`src/rtl/dpot_pkg.sv`:
```
package dpot_pkg;
    localparam int WIPER_W = 8;
    localparam int NUM_CH = 2;
    localparam int SEL_W = (NUM_CH > 1) ? $clog2(NUM_CH) : 1;
    localparam int CNT_W = 4;
    localparam logic [4:0] DEV_PREFIX = 5'b01011;
    localparam logic [WIPER_W-1:0] MIDSCALE = WIPER_W'(1) << (WIPER_W - 1);

    typedef enum logic [2:0] {
        PH_IDLE,
        PH_ADDR,
        PH_INSTR,
        PH_DATA,
        PH_READ,
        PH_SKIP
    } phase_t;

    typedef struct packed {
        logic       chan;
        logic       mid;
        logic       sd;
        logic       o1;
        logic       o2;
        logic [2:0] unused;
    } instr_t;

    function automatic logic addr_match(input logic [7:0] b, input logic [1:0] pins);
        return (b[7:3] == DEV_PREFIX) && (b[2:1] == pins);
    endfunction
endpackage

```
`src/rtl/dpot_line_sync.sv`:
```
module dpot_line_sync #(
    parameter int STAGES = 2
) (
    input  logic clk,
    input  logic rst,
    input  logic scl_in,
    input  logic sda_in,
    output logic scl,
    output logic sda,
    output logic scl_rise,
    output logic scl_fall,
    output logic start_det,
    output logic stop_det
);
    logic [STAGES-1:0] scl_pipe;
    logic [STAGES-1:0] sda_pipe;
    logic scl_q, sda_q;

    always_ff @(posedge clk) begin
        if (rst) begin
            scl_pipe <= '1;
            sda_pipe <= '1;
            scl_q    <= 1'b1;
            sda_q    <= 1'b1;
        end else begin
            scl_pipe <= {scl_pipe[STAGES-2:0], scl_in};
            sda_pipe <= {sda_pipe[STAGES-2:0], sda_in};
            scl_q    <= scl_pipe[STAGES-1];
            sda_q    <= sda_pipe[STAGES-1];
        end
    end

    assign scl       = scl_pipe[STAGES-1];
    assign sda       = sda_pipe[STAGES-1];
    assign scl_rise  = scl & ~scl_q;
    assign scl_fall  = ~scl & scl_q;
    assign start_det = scl & scl_q & sda_q & ~sda;
    assign stop_det  = scl & scl_q & ~sda_q & sda;
endmodule

```
`src/rtl/dpot_frame_fsm.sv`:
```
module dpot_frame_fsm
    import dpot_pkg::*;
(
    input  logic               clk,
    input  logic               rst,
    input  logic               scl_rise,
    input  logic               scl_fall,
    input  logic               sda,
    input  logic               start_det,
    input  logic               stop_det,
    input  logic [1:0]         addr_pins,
    input  logic [WIPER_W-1:0] rd_byte,
    output logic               sda_oe,
    output logic               instr_stb,
    output logic               data_stb,
    output logic [7:0]         rx_byte
);
    phase_t           ph;
    logic [CNT_W-1:0] cnt;
    logic [7:0]       sh;
    logic [7:0]       tx;
    logic [2:0]       bit_idx;

    always_comb bit_idx = 3'(4'd7 - 4'(cnt));

    always_ff @(posedge clk) begin
        if (rst) begin
            ph        <= PH_IDLE;
            cnt       <= '0;
            sh        <= '0;
            tx        <= '0;
            sda_oe    <= 1'b0;
            instr_stb <= 1'b0;
            data_stb  <= 1'b0;
        end else begin
            instr_stb <= 1'b0;
            data_stb  <= 1'b0;
            if (start_det) begin
                ph     <= PH_ADDR;
                cnt    <= '0;
                sda_oe <= 1'b0;
            end else if (stop_det) begin
                ph     <= PH_IDLE;
                cnt    <= '0;
                sda_oe <= 1'b0;
            end else if (ph == PH_IDLE || ph == PH_SKIP) begin
                sda_oe <= 1'b0;
            end else if (scl_rise) begin
                if (cnt < CNT_W'(8)) sh <= {sh[6:0], sda};
                if (ph == PH_READ && cnt == CNT_W'(8) && sda) ph <= PH_SKIP;
                cnt <= cnt + 1'b1;
            end else if (scl_fall) begin
                if (cnt == CNT_W'(8)) begin
                    case (ph)
                        PH_ADDR: begin
                            if (addr_match(sh, addr_pins)) sda_oe <= 1'b1;
                            else                           ph     <= PH_SKIP;
                        end
                        PH_INSTR: begin
                            sda_oe    <= 1'b1;
                            instr_stb <= 1'b1;
                        end
                        PH_DATA: begin
                            sda_oe   <= 1'b1;
                            data_stb <= 1'b1;
                        end
                        default: sda_oe <= 1'b0;
                    endcase
                end else if (cnt == CNT_W'(9)) begin
                    cnt <= '0;
                    case (ph)
                        PH_ADDR: begin
                            if (sh[0]) begin
                                ph     <= PH_READ;
                                tx     <= rd_byte;
                                sda_oe <= ~rd_byte[7];
                            end else begin
                                ph     <= PH_INSTR;
                                sda_oe <= 1'b0;
                            end
                        end
                        PH_INSTR: begin
                            ph     <= PH_DATA;
                            sda_oe <= 1'b0;
                        end
                        PH_READ: begin
                            tx     <= rd_byte;
                            sda_oe <= ~rd_byte[7];
                        end
                        default: sda_oe <= 1'b0;
                    endcase
                end else if (ph == PH_READ && cnt != '0) begin
                    sda_oe <= ~tx[bit_idx];
                end
            end
        end
    end

    assign rx_byte = sh;

    // while receiving, the line is pulled only in the acknowledge slot
    assert_ack_slot_R2: assert property (@(posedge clk) disable iff (rst)
        (sda_oe && ph != PH_READ) |-> (cnt >= CNT_W'(8)));

    // an ignored transfer never drives the line
    assert_quiet_skip_R3: assert property (@(posedge clk) disable iff (rst)
        (ph == PH_SKIP && $past(ph) == PH_SKIP) |-> !sda_oe);

    // any START restarts address decoding from the first bit
    assert_restart_R9: assert property (@(posedge clk) disable iff (rst)
        start_det |=> (ph == PH_ADDR && cnt == '0 && !sda_oe));

    // STOP returns the slave to idle with the line released
    assert_stop_idle_R10: assert property (@(posedge clk) disable iff (rst)
        stop_det |=> (ph == PH_IDLE && !sda_oe));
endmodule

```
`src/rtl/dpot_wiper_bank.sv`:
```
module dpot_wiper_bank
    import dpot_pkg::*;
(
    input  logic                     clk,
    input  logic                     rst,
    input  logic                     instr_stb,
    input  logic                     data_stb,
    input  logic [7:0]               rx_byte,
    output logic [NUM_CH*WIPER_W-1:0] wipers,
    output logic                     sel,
    output logic                     sd,
    output logic                     o1,
    output logic                     o2,
    output logic [WIPER_W-1:0]       rd_byte
);
    instr_t ins;
    logic [WIPER_W-1:0] wiper_q [NUM_CH];

    assign ins = instr_t'(rx_byte);

    always_ff @(posedge clk) begin
        if (rst) begin
            sel <= 1'b0;
            sd  <= 1'b0;
            o1  <= 1'b0;
            o2  <= 1'b0;
        end else if (instr_stb) begin
            sel <= ins.chan;
            sd  <= ins.sd;
            o1  <= ins.o1;
            o2  <= ins.o2;
        end
    end

    for (genvar c = 0; c < NUM_CH; c++) begin : g_ch
        always_ff @(posedge clk) begin
            if (rst)
                wiper_q[c] <= MIDSCALE;
            else if (instr_stb && ins.mid && ins.chan == 1'(c))
                wiper_q[c] <= MIDSCALE;
            else if (data_stb && sel == 1'(c))
                wiper_q[c] <= WIPER_W'(rx_byte);
        end
        assign wipers[c*WIPER_W +: WIPER_W] = wiper_q[c];

        // a wiper moves only after an instruction or data byte
        assert_wiper_hold_R6: assert property (@(posedge clk) disable iff (rst)
            (!instr_stb && !data_stb) |=> $stable(wiper_q[c]));
    end

    assign rd_byte = wiper_q[sel];

    // flags and logic outputs move only on an acknowledged instruction
    assert_flags_hold_R11: assert property (@(posedge clk) disable iff (rst)
        !instr_stb |=> $stable({sel, sd, o1, o2}));
endmodule

```
`src/rtl/dpot_i2c_ctrl.sv`:
```
module dpot_i2c_ctrl
    import dpot_pkg::*;
#(
    parameter int SYNC_STAGES = 2
) (
    input  logic                clk,
    input  logic                rst,
    input  logic                scl_in,
    input  logic                sda_in,
    input  logic [1:0]          addr_pins,
    output logic                sda_oe,
    output logic [WIPER_W-1:0]  wiper_ch1,
    output logic [WIPER_W-1:0]  wiper_ch2,
    output logic                chan_sel,
    output logic                shutdown,
    output logic                out1,
    output logic                out2
);
    logic scl_s, sda_s, scl_rise, scl_fall, start_det, stop_det;
    logic instr_stb, data_stb;
    logic [7:0] rx_byte;
    logic [WIPER_W-1:0] rd_byte;
    logic [NUM_CH*WIPER_W-1:0] wipers;

    dpot_line_sync #(.STAGES(SYNC_STAGES)) u_sync (
        .clk(clk), .rst(rst), .scl_in(scl_in), .sda_in(sda_in),
        .scl(scl_s), .sda(sda_s), .scl_rise(scl_rise), .scl_fall(scl_fall),
        .start_det(start_det), .stop_det(stop_det)
    );

    dpot_frame_fsm u_fsm (
        .clk(clk), .rst(rst), .scl_rise(scl_rise), .scl_fall(scl_fall),
        .sda(sda_s), .start_det(start_det), .stop_det(stop_det),
        .addr_pins(addr_pins), .rd_byte(rd_byte), .sda_oe(sda_oe),
        .instr_stb(instr_stb), .data_stb(data_stb), .rx_byte(rx_byte)
    );

    dpot_wiper_bank u_bank (
        .clk(clk), .rst(rst), .instr_stb(instr_stb), .data_stb(data_stb),
        .rx_byte(rx_byte), .wipers(wipers), .sel(chan_sel), .sd(shutdown),
        .o1(out1), .o2(out2), .rd_byte(rd_byte)
    );

    assign wiper_ch1 = wipers[0 +: WIPER_W];
    assign wiper_ch2 = wipers[WIPER_W +: WIPER_W];

    logic unused_scl;
    assign unused_scl = scl_s;
endmodule

```
`config.mk`:
```
export PLATFORM = sky130hd
export DESIGN_NAME = dpot_i2c_ctrl
export DESIGN_NICKNAME = d
export VERILOG_FILES = /design/src/rtl/dpot_pkg.sv /design/src/rtl/dpot_line_sync.sv /design/src/rtl/dpot_frame_fsm.sv /design/src/rtl/dpot_wiper_bank.sv /design/src/rtl/dpot_i2c_ctrl.sv
export SDC_FILE = /design/constraint.sdc
export NUM_CORES = 1
export LEC_CHECK = 0
export ABC_AREA = 1
export ABC_CLOCK_PERIOD_IN_PS = 3300
export CAP_MARGIN = 10
export CORE_AREA = 2 2 79 81
export CTS_CLUSTER_SIZE = 24
export DETAILED_ROUTE_END_ITERATION = 8
export DIE_AREA = 0 0 81 83
export GPL_TIMING_DRIVEN = 0
export PLACE_DENSITY = 0.66
export SLEW_MARGIN = 20
export SYNTH_ARGS = -nofsm -noshare
export SYNTH_HDL_FRONTEND = slang
export SYNTH_HIERARCHICAL = 1
export SYNTH_SLANG_ARGS = --single-unit
export TNS_END_PERCENT = 5
```
`constraint.sdc`:
```
create_clock -name clk -period 3.3 [get_ports clk]
set_clock_uncertainty 0.05 [all_clocks]
set_input_delay 0.495 -clock clk [delete_from_list [all_inputs] [get_ports clk]]
set_output_delay 0.495 -clock clk [all_outputs]
set_load 0.02 [all_outputs]
```
# --- Word level (Yosys, flattened, before mapping) ---
# Memories as Yosys holds them, arrays and structs flattened. A register that Yosys moved wholly into a read port is not among the register bits.
# Cells that the tools add are included.
word_totals:
  latch_bits: 0
  mem_bits_ro: 0
  out_inout_bits: 21
  reg_bits: 36
  wordCells: 147
  input_bits: 6
  mem_count: 1
  mem_bits_rw: 16
mem_list:
  columns: ["memory", "words", "word_bits", "read_ports", "rd_clocked_by_memory_dff", "wr", "line", "source"]
  rows:
  - ["u_bank.wiper_q", 2, 8, 3, 1, 2, "dpot_wiper_bank.sv:17", "logic [WIPER_W-1:0] wiper_q [NUM_CH];"]
classes:
  n_eq_ne: 21
  n_addsub: 2
  multipliers: 0
  div_mod_pow: 0
  shift: 0
  n_lt_le_gt_ge: 2
  n_bitwise: 25
  n_reduce_logical: 29
  mux: 51
ops:
  columns: ["operator", "n"]
  rows:
  - ["8-bit 2-to-1 mux", 5]
  - ["1-bit 2-to-1 mux", 29]
  - ["3-bit 2-to-1 mux", 8]
  - ["4-bit 2-to-1 mux", 4]
  - ["8-bit one-hot mux with 2 select lines", 1]
  - ["1-bit inverter", 14]
  - ["7-bit AND reduction", 2]
  - ["3-bit != test (second input constant)", 4]
  - ["5-bit != test (second input constant)", 2]
  - ["1-bit logical AND", 9]
  - ["9-bit AND reduction", 1]
  - ["4-bit equality test (second input constant)", 2]
  - ["4-bit AND reduction", 2]
  - ["4-bit nonzero test", 2]
  - ["1-bit bitwise AND", 7]
  - ["7-bit OR reduction", 1]
  - ["3-bit by 2-bit equality test with 1-bit output (second input constant)", 2]
  - ["3-bit equality test (second input constant)", 2]
  - ["6-bit != test (second input constant)", 1]
  - ["3-bit one-hot mux with 2 select lines", 1]
  - ["2-bit nonzero test", 3]
  - ["3-bit nonzero test", 2]
  - ["5-bit by 4-bit equality test with 1-bit output (second input constant)", 1]
  - ["5-bit AND reduction", 1]
  - ["other kinds (19)", 24]

# --- Depth between registers and ports, before layout ---
logic_depth:
  word_depth: 10
  ltp_mapped: 11
  depth_no_buf: 11

# --- Hierarchy ---
# The synthesis kept the hierarchy.
modules_own_cells:
  columns: ["mod", "instances", "seq_area_each_um2", "cells_per_inst", "area_per_inst_um2"]
  rows:
  - ["dpot_frame_fsm", 1, 520.5, 216, 1445.1]
  - ["dpot_wiper_bank", 1, 580.6, 90, 915.9]
  - ["dpot_line_sync", 1, 120.1, 24, 197.7]

# --- Worst setup path after synthesis ---
# OpenSTA, ideal clock, no wires.
synth_timing:
  path_kind: "reg2reg"
  start: "register u_sync.scl_pipe[1]"
  end: "register u_fsm.ph[0]"
  path_slack_ns: 1.711
  stages_incl_launch_ff: 11
  t_arrival_ns: 1.430
  required_time_ns: 3.141
  n_path_buf: 0
  synth_period_minus_slack_ns: 1.589
  setup_ns: 0.109
  cell_sequence: "dfxtp_1 > inv_1 > nor2_1 > or2_1 > nand2_2 > a21oi_4 > nand3_2 > nand2_1 > nand3_1 > nand2_1 > inv_1"
synth_via:
  elab_chain_cells: 5
  elab_cells_between_ends: 20
  classes_between: "eq/ne: 5; mux: 4; bitwise: 8; reduce/logical: 3"
synth_lines:
  columns: ["item", "line", "source"]
  rows:
  - ["start: declaration", "dpot_line_sync.sv:15", "logic [STAGES-1:0] scl_pipe;"]
  - ["start signal: assignment", "dpot_line_sync.sv:26", "scl_pipe <= {scl_pipe[STAGES-2:0], scl_in};"]
  - ["1-bit bitwise AND *", "dpot_line_sync.sv:35", "assign scl_rise = scl & ~scl_q;"]
  - ["net scl_rise", "dpot_i2c_ctrl.sv:19", "logic scl_s, sda_s, scl_rise, scl_fall, start_det, stop_det;"]
  - ["3-bit 2-to-1 mux", "dpot_frame_fsm.sv:48", "end else if (scl_rise) begin"]
  - ["1-bit 2-to-1 mux", "dpot_frame_fsm.sv:46", "end else if (ph == PH_IDLE || ph == PH_SKIP) begin"]
  - ["1-bit 2-to-1 mux", "dpot_frame_fsm.sv:42", "end else if (stop_det) begin"]
  - ["1-bit 2-to-1 mux", "dpot_frame_fsm.sv:38", "if (start_det) begin"]
  - ["end signal: assignment", "dpot_frame_fsm.sv:39", "ph <= PH_ADDR;"]
  - ["end signal: assignment", "dpot_frame_fsm.sv:43", "ph <= PH_IDLE;"]
  - ["end signal: assignment", "dpot_frame_fsm.sv:50", "if (ph == PH_READ && cnt == CNT_W'(8) && sda) ph <= PH_SKIP;"]
  - ["end: declaration", "dpot_frame_fsm.sv:18", "phase_t ph;"]
# The timed path passes the listed nets; every way through them passes the cells marked *. The select of a mux whose other input is x is not followed.
# A chain may end at the register's enable or synchronous reset.

# --- Final worst setup path ---
layout_timing:
  start: "register u_bank.sel"
  end: "output port chan_sel"
layout_lines:
  columns: ["item", "line", "source"]
  rows:
  - ["start: declaration", "dpot_wiper_bank.sv:10", "output logic sel,"]
  - ["start signal: assignment", "dpot_wiper_bank.sv:28", "sel <= ins.chan;"]
  - ["end: declaration", "dpot_i2c_ctrl.sv:14", "output logic chan_sel,"]
# No word-level cell between the ends.

==> summary by stage <==
Clock tree
The H-tree was split into 2 levels. The later pin in the worst-skew pair is clocked with a latency of roughly 0.31 ns. The number of hold buffers added after CTS was 0. The total number of clock tree sinks is 53. The clock slew seen by the registers of the worst setup and hold paths is around 0.09 ns. The maximum clock path buffer count is 2. The TritonCTS buffer count is 5. Once the clock tree was built, the resizer swapped 0 gates to a different size. The buffer count from post-CTS setup fixing is 0. The cell at the root of the clock tree is sky130_fd_sc_hd__clkbuf_8. TritonCTS built the clock tree.

Run
Across the run, the number of max-cap violations was 0.

Worst setup path
The critical path startpoint is u_bank/sel. The capturing element type of the critical path is an output port. The critical path goes through clkdlybuf4s50_1. The reg-to-reg startpoint is u_sync/scl_pipe[1].

The number of buffer and inverter instances along the worst setup path is 1. The worst setup path is launched from a flip-flop. Counting cells, the worst reg-to-reg path comes to 11.

The largest fanout on the critical path is 5. The critical path's slowest cell is sky130_fd_sc_hd__clkdlybuf4s50_1. The endpoint identified for the worst register-to-register timing path is u_fsm/ph[0]. The worst path arrival time is 1.36 ns. In this run the register-to-register setup slack is 1.45 ns. The endpoint required time on the critical path is 2.75 ns. The worst setup path is of the reg2out kind. The cell family contributing the most delay on the critical path is buffers and inverters. On the worst path, the slowest cell contributes a delay of 0.63 ns. The critical path ends at chan_sel. In this run the number of cells on the critical path is 1.

Timing
The worst pin sits at a relative slew slack of 57.9%. The setup total negative slack is 0 ns. For the pin with the worst max-slew slack, the measured transition is ~0.63 ns.

The final setup violation count is 0. The final critical-path share of the clock period is 57.7%. Once routing completed, OpenROAD measured the worst setup slack at 1.40 ns. Setup repair after global routing left no endpoint under its margin.

The final hold violation count was 0. The number of pins exceeding their max-slew limit in the final report is 0. Counting I/O delays and the setup requirement, the final critical path takes roughly 1.9 ns. For this run, the top clock speed supported by timing is 525 MHz.

Route
The DRC violation count after routing is 0. The number of violations reported at the end of detailed-routing iteration 0 is 155. After detailed routing, the number of vias per cell comes to 4.90.

The detailed router placed 2152 vias in this run. The mean routed wirelength per cell is around 12 um. The remaining number of nets flagged by the antenna check after routing is 0. For this run, the detailed router's first-pass iteration total came to 4. For this block, the routed nets add up to 5.21 mm of wire.

Pwr
Sequential cells account for a little under three fifths of the total power. The worst ir drop on vdd is between 0.00015 and 0.0002 V. The total power per unit cell area is 405 nW/um2. Summed over all cells, the static leakage comes to about 1.2 nW. The relative contribution of combinational cells to total power is approximately 6.6%. The net switching power is 0.000267 W. The clock network power share is 37.2%.

Net switching is 21.7% of the power. The cell internal power dissipation is roughly 0.00096 W.

Yosys
The mapped netlist covers between 2000 and 3000 um2. The number of nets in the synthesized netlist is 339. The number of synthesized flops with an enable pin is 16.

The number of distinct library cells after synthesis is 32. The flip-flop and latch count after synthesis is 53. In the post-synthesis netlist, the biggest area contributors are sky130_fd_sc_hd__dfxtp_1 29%, sky130_fd_sc_hd__edfxtp_1 19%, sky130_fd_sc_hd__nand2_1 8.5%.

The top-area cell type share of the netlist area is approximately 29%. The most used flip-flop cell after synthesis is sky130_fd_sc_hd__dfxtp_1. Counting instances in the post-synthesis netlist gives the leading cell types as 58 x sky130_fd_sc_hd__nand2_1, 49 x sky130_fd_sc_hd__inv_1, 49 x sky130_fd_sc_hd__nor2_1. The sequential element share of the synthesized area is roughly 48%. In the synthesized netlist the async set-or-reset flop fraction comes to 0%. Yosys printed 6 warnings. The top cell type by total area after synthesis is sky130_fd_sc_hd__dfxtp_1. The cell with the most instances after synthesis is sky130_fd_sc_hd__nand2_1. After synthesis, the mean cell area works out to 7.75 um2. Synthesis handed over a netlist of 330 instances.

Cells and area
The count of cells in the finished layout, fillers not included, comes to about 440. The area overhead of the layout relative to synthesis is 18.5%. The proportion of layout cells with a drive suffix above 1 is under 10%. The final layout contains 372 nets. 0 antenna diodes ended up in the layout.

The number of filler instances in the final layout is 565.

Placement
At the end of routability-driven placement, the weighted congestion stood at 0.838. The detailed-placement wirelength estimate is approximately 4 mm. Including well taps, the total number of placed cells is 431. OpenSTA, run right after detailed placement, puts the worst setup slack at 1.07 ns. The count of buffers added on input and output ports is 26.

GRT
For this run, global-route usage on met3 was measured as 3.37%. The number of global-route vias before repair is between 2000 and 2500. The global-route wire length before repair is 8.87 mm.

For met1 alone, demand over resource in global routing was 22.7%. Across every metal layer, demand over resource in global routing totals 16.7%. Entering global routing, the biggest net connects 17 pins. For this run, global-route usage on met2 was measured as a little over a quarter. The busiest metal layer after global routing is met2. Summed over all layers, the global routing overflow is 0. The initial antenna violation count came to 0.

Outcome
The flow ran to the end, and the final reports show no timing, DRC or antenna violations.

Floorplan
The die boundary height is 83 um. The floorplan step defined a die boundary enclosing 6720 um2. For this configuration, the core starts out at a cell density of 44.0%.

The die is between 80 and 90 um wide. The number of placement rows is 28. The floorplan step defined a core boundary enclosing slightly below 6000 um2. 27 I/O pins were placed.

Hold path
The min-delay analysis places its worst path in the category reg2reg.
==> per-stage QoR <==
step	power [W]	utilization [%]	cell area, um2	hold slack [ns]
final	0.00123	52.2	3030	0.357
after global placement	0.000785	50.1	2910	0.335
after detailed placement	0.000786	50.1	2910	0.343
after global routing	0.00128	52.2	3030	0.371
after CTS	0.00124	52.2	3030	0.364
after floorplan	0.000751	-	2560	0.333
==> routing by layer <==
layer / up-vias / routed length (um)
met1: 988 / 2630
met5: - / 0
met3: 5 / 163
met2: 27 / 2360
met4: 0 / 63
li1: 1132 / -
==> how the worst min path moves through the flow <==
stage                              end               start  slack [ns]  depth (start not counted)
detailed placement  u_sync/scl_pipe[1]  u_sync/scl_pipe[0]        0.34                          1
global route        u_sync/sda_pipe[1]  u_sync/sda_pipe[0]        0.37                          1
finish              u_sync/scl_pipe[1]  u_sync/scl_pipe[0]        0.36                          1
global placement    u_sync/scl_pipe[1]  u_sync/scl_pipe[0]        0.34                          1
CTS                 u_sync/scl_pipe[1]  u_sync/scl_pipe[0]        0.36                          1
floorplan           u_sync/scl_pipe[1]  u_sync/scl_pipe[0]        0.33                          1
==> cells by family (layout without fill, tap and decap cells) <==
| family | Yosys count | in the layout | share of synthesized area (%) |
|---|---|---|---|
| AO/OA/AOI/OAI | 56 | 56 | 11.7 |
| adder cells (fa/ha/maj) | 3 | 3 | 1.47 |
| buffers and inverters | 59 | 93 | 9.24 |
| flip-flops | 53 | 53 | 47.7 |
| AND/OR/NAND/NOR | 159 | 159 | 29.9 |
==> layout by cell type (no fill, tap or decap), types with 2 or more instances in the layout <==
cell / synthesis / layout
sky130_fd_sc_hd__nor2_2: 4 / 4
sky130_fd_sc_hd__o21ai_1: 2 / 2
sky130_fd_sc_hd__nand3_1: 22 / 22
sky130_fd_sc_hd__nand3b_1: 2 / 2
sky130_fd_sc_hd__ha_1: 3 / 3
sky130_fd_sc_hd__nand4_1: 4 / 4
sky130_fd_sc_hd__clkbuf_8: 0 / 6
sky130_fd_sc_hd__buf_4: 2 / 2
sky130_fd_sc_hd__clkdlybuf4s50_1: 0 / 26
sky130_fd_sc_hd__inv_2: 4 / 4
sky130_fd_sc_hd__dfxtp_1: 37 / 37
sky130_fd_sc_hd__a21oi_1: 21 / 21
sky130_fd_sc_hd__or2_1: 5 / 5
sky130_fd_sc_hd__edfxtp_1: 16 / 16
sky130_fd_sc_hd__nor3_1: 3 / 3
sky130_fd_sc_hd__inv_1: 49 / 49
sky130_fd_sc_hd__o21ai_0: 29 / 29
sky130_fd_sc_hd__nor2_1: 49 / 49
sky130_fd_sc_hd__nand2_2: 3 / 3
sky130_fd_sc_hd__nor2_4: 2 / 2
sky130_fd_sc_hd__nand2_1: 58 / 58
sky130_fd_sc_hd__nand3_2: 3 / 3
==> cell type report <==
class                   instances  area [um2]  share of cell area (%)
clock inverters                 2        37.5                    1.24
plain buffers                   4        23.8                   0.784
clock buffers                   6        82.6                    2.72
multi-input cells             218        1100                    36.3
inverters                      55         213                    7.01
well taps                      75        93.8                    3.09
flip-flops and latches         53        1220                    40.3
repair buffers                 26         260                    8.58
==> power by group through the flow <==
stage,Clock [W],Combinational (W),Sequential [W]
floorplan,0,0.0000358,0.000715
global placement,0,0.0000806,0.000704
detailed placement,0,0.0000814,0.000705
CTS,0.000471,0.0000819,0.000690
global route,0.000494,0.0000909,0.000691
finish,0.000457,0.0000813,0.000689
==> state kept, by name, summed over array words and instances, names as in the netlist, named ones only <==
register / flops
u_fsm/cnt: 4
u_sync/sda_q: 1
u_fsm/sda_oe: 1
u_fsm/rx_byte: 8
u_fsm/tx: 8
u_bank/o1: 1
u_bank/sd: 1
u_bank/wiper_q: 16
u_fsm/data_stb: 1
u_sync/scl_pipe: 2
u_fsm/ph: 3
u_sync/sda_pipe: 2
u_bank/sel: 1
u_fsm/instr_stb: 1
u_sync/scl_q: 1
u_bank/o2: 1
No activity file was read; power rests on OpenSTA's default activity.
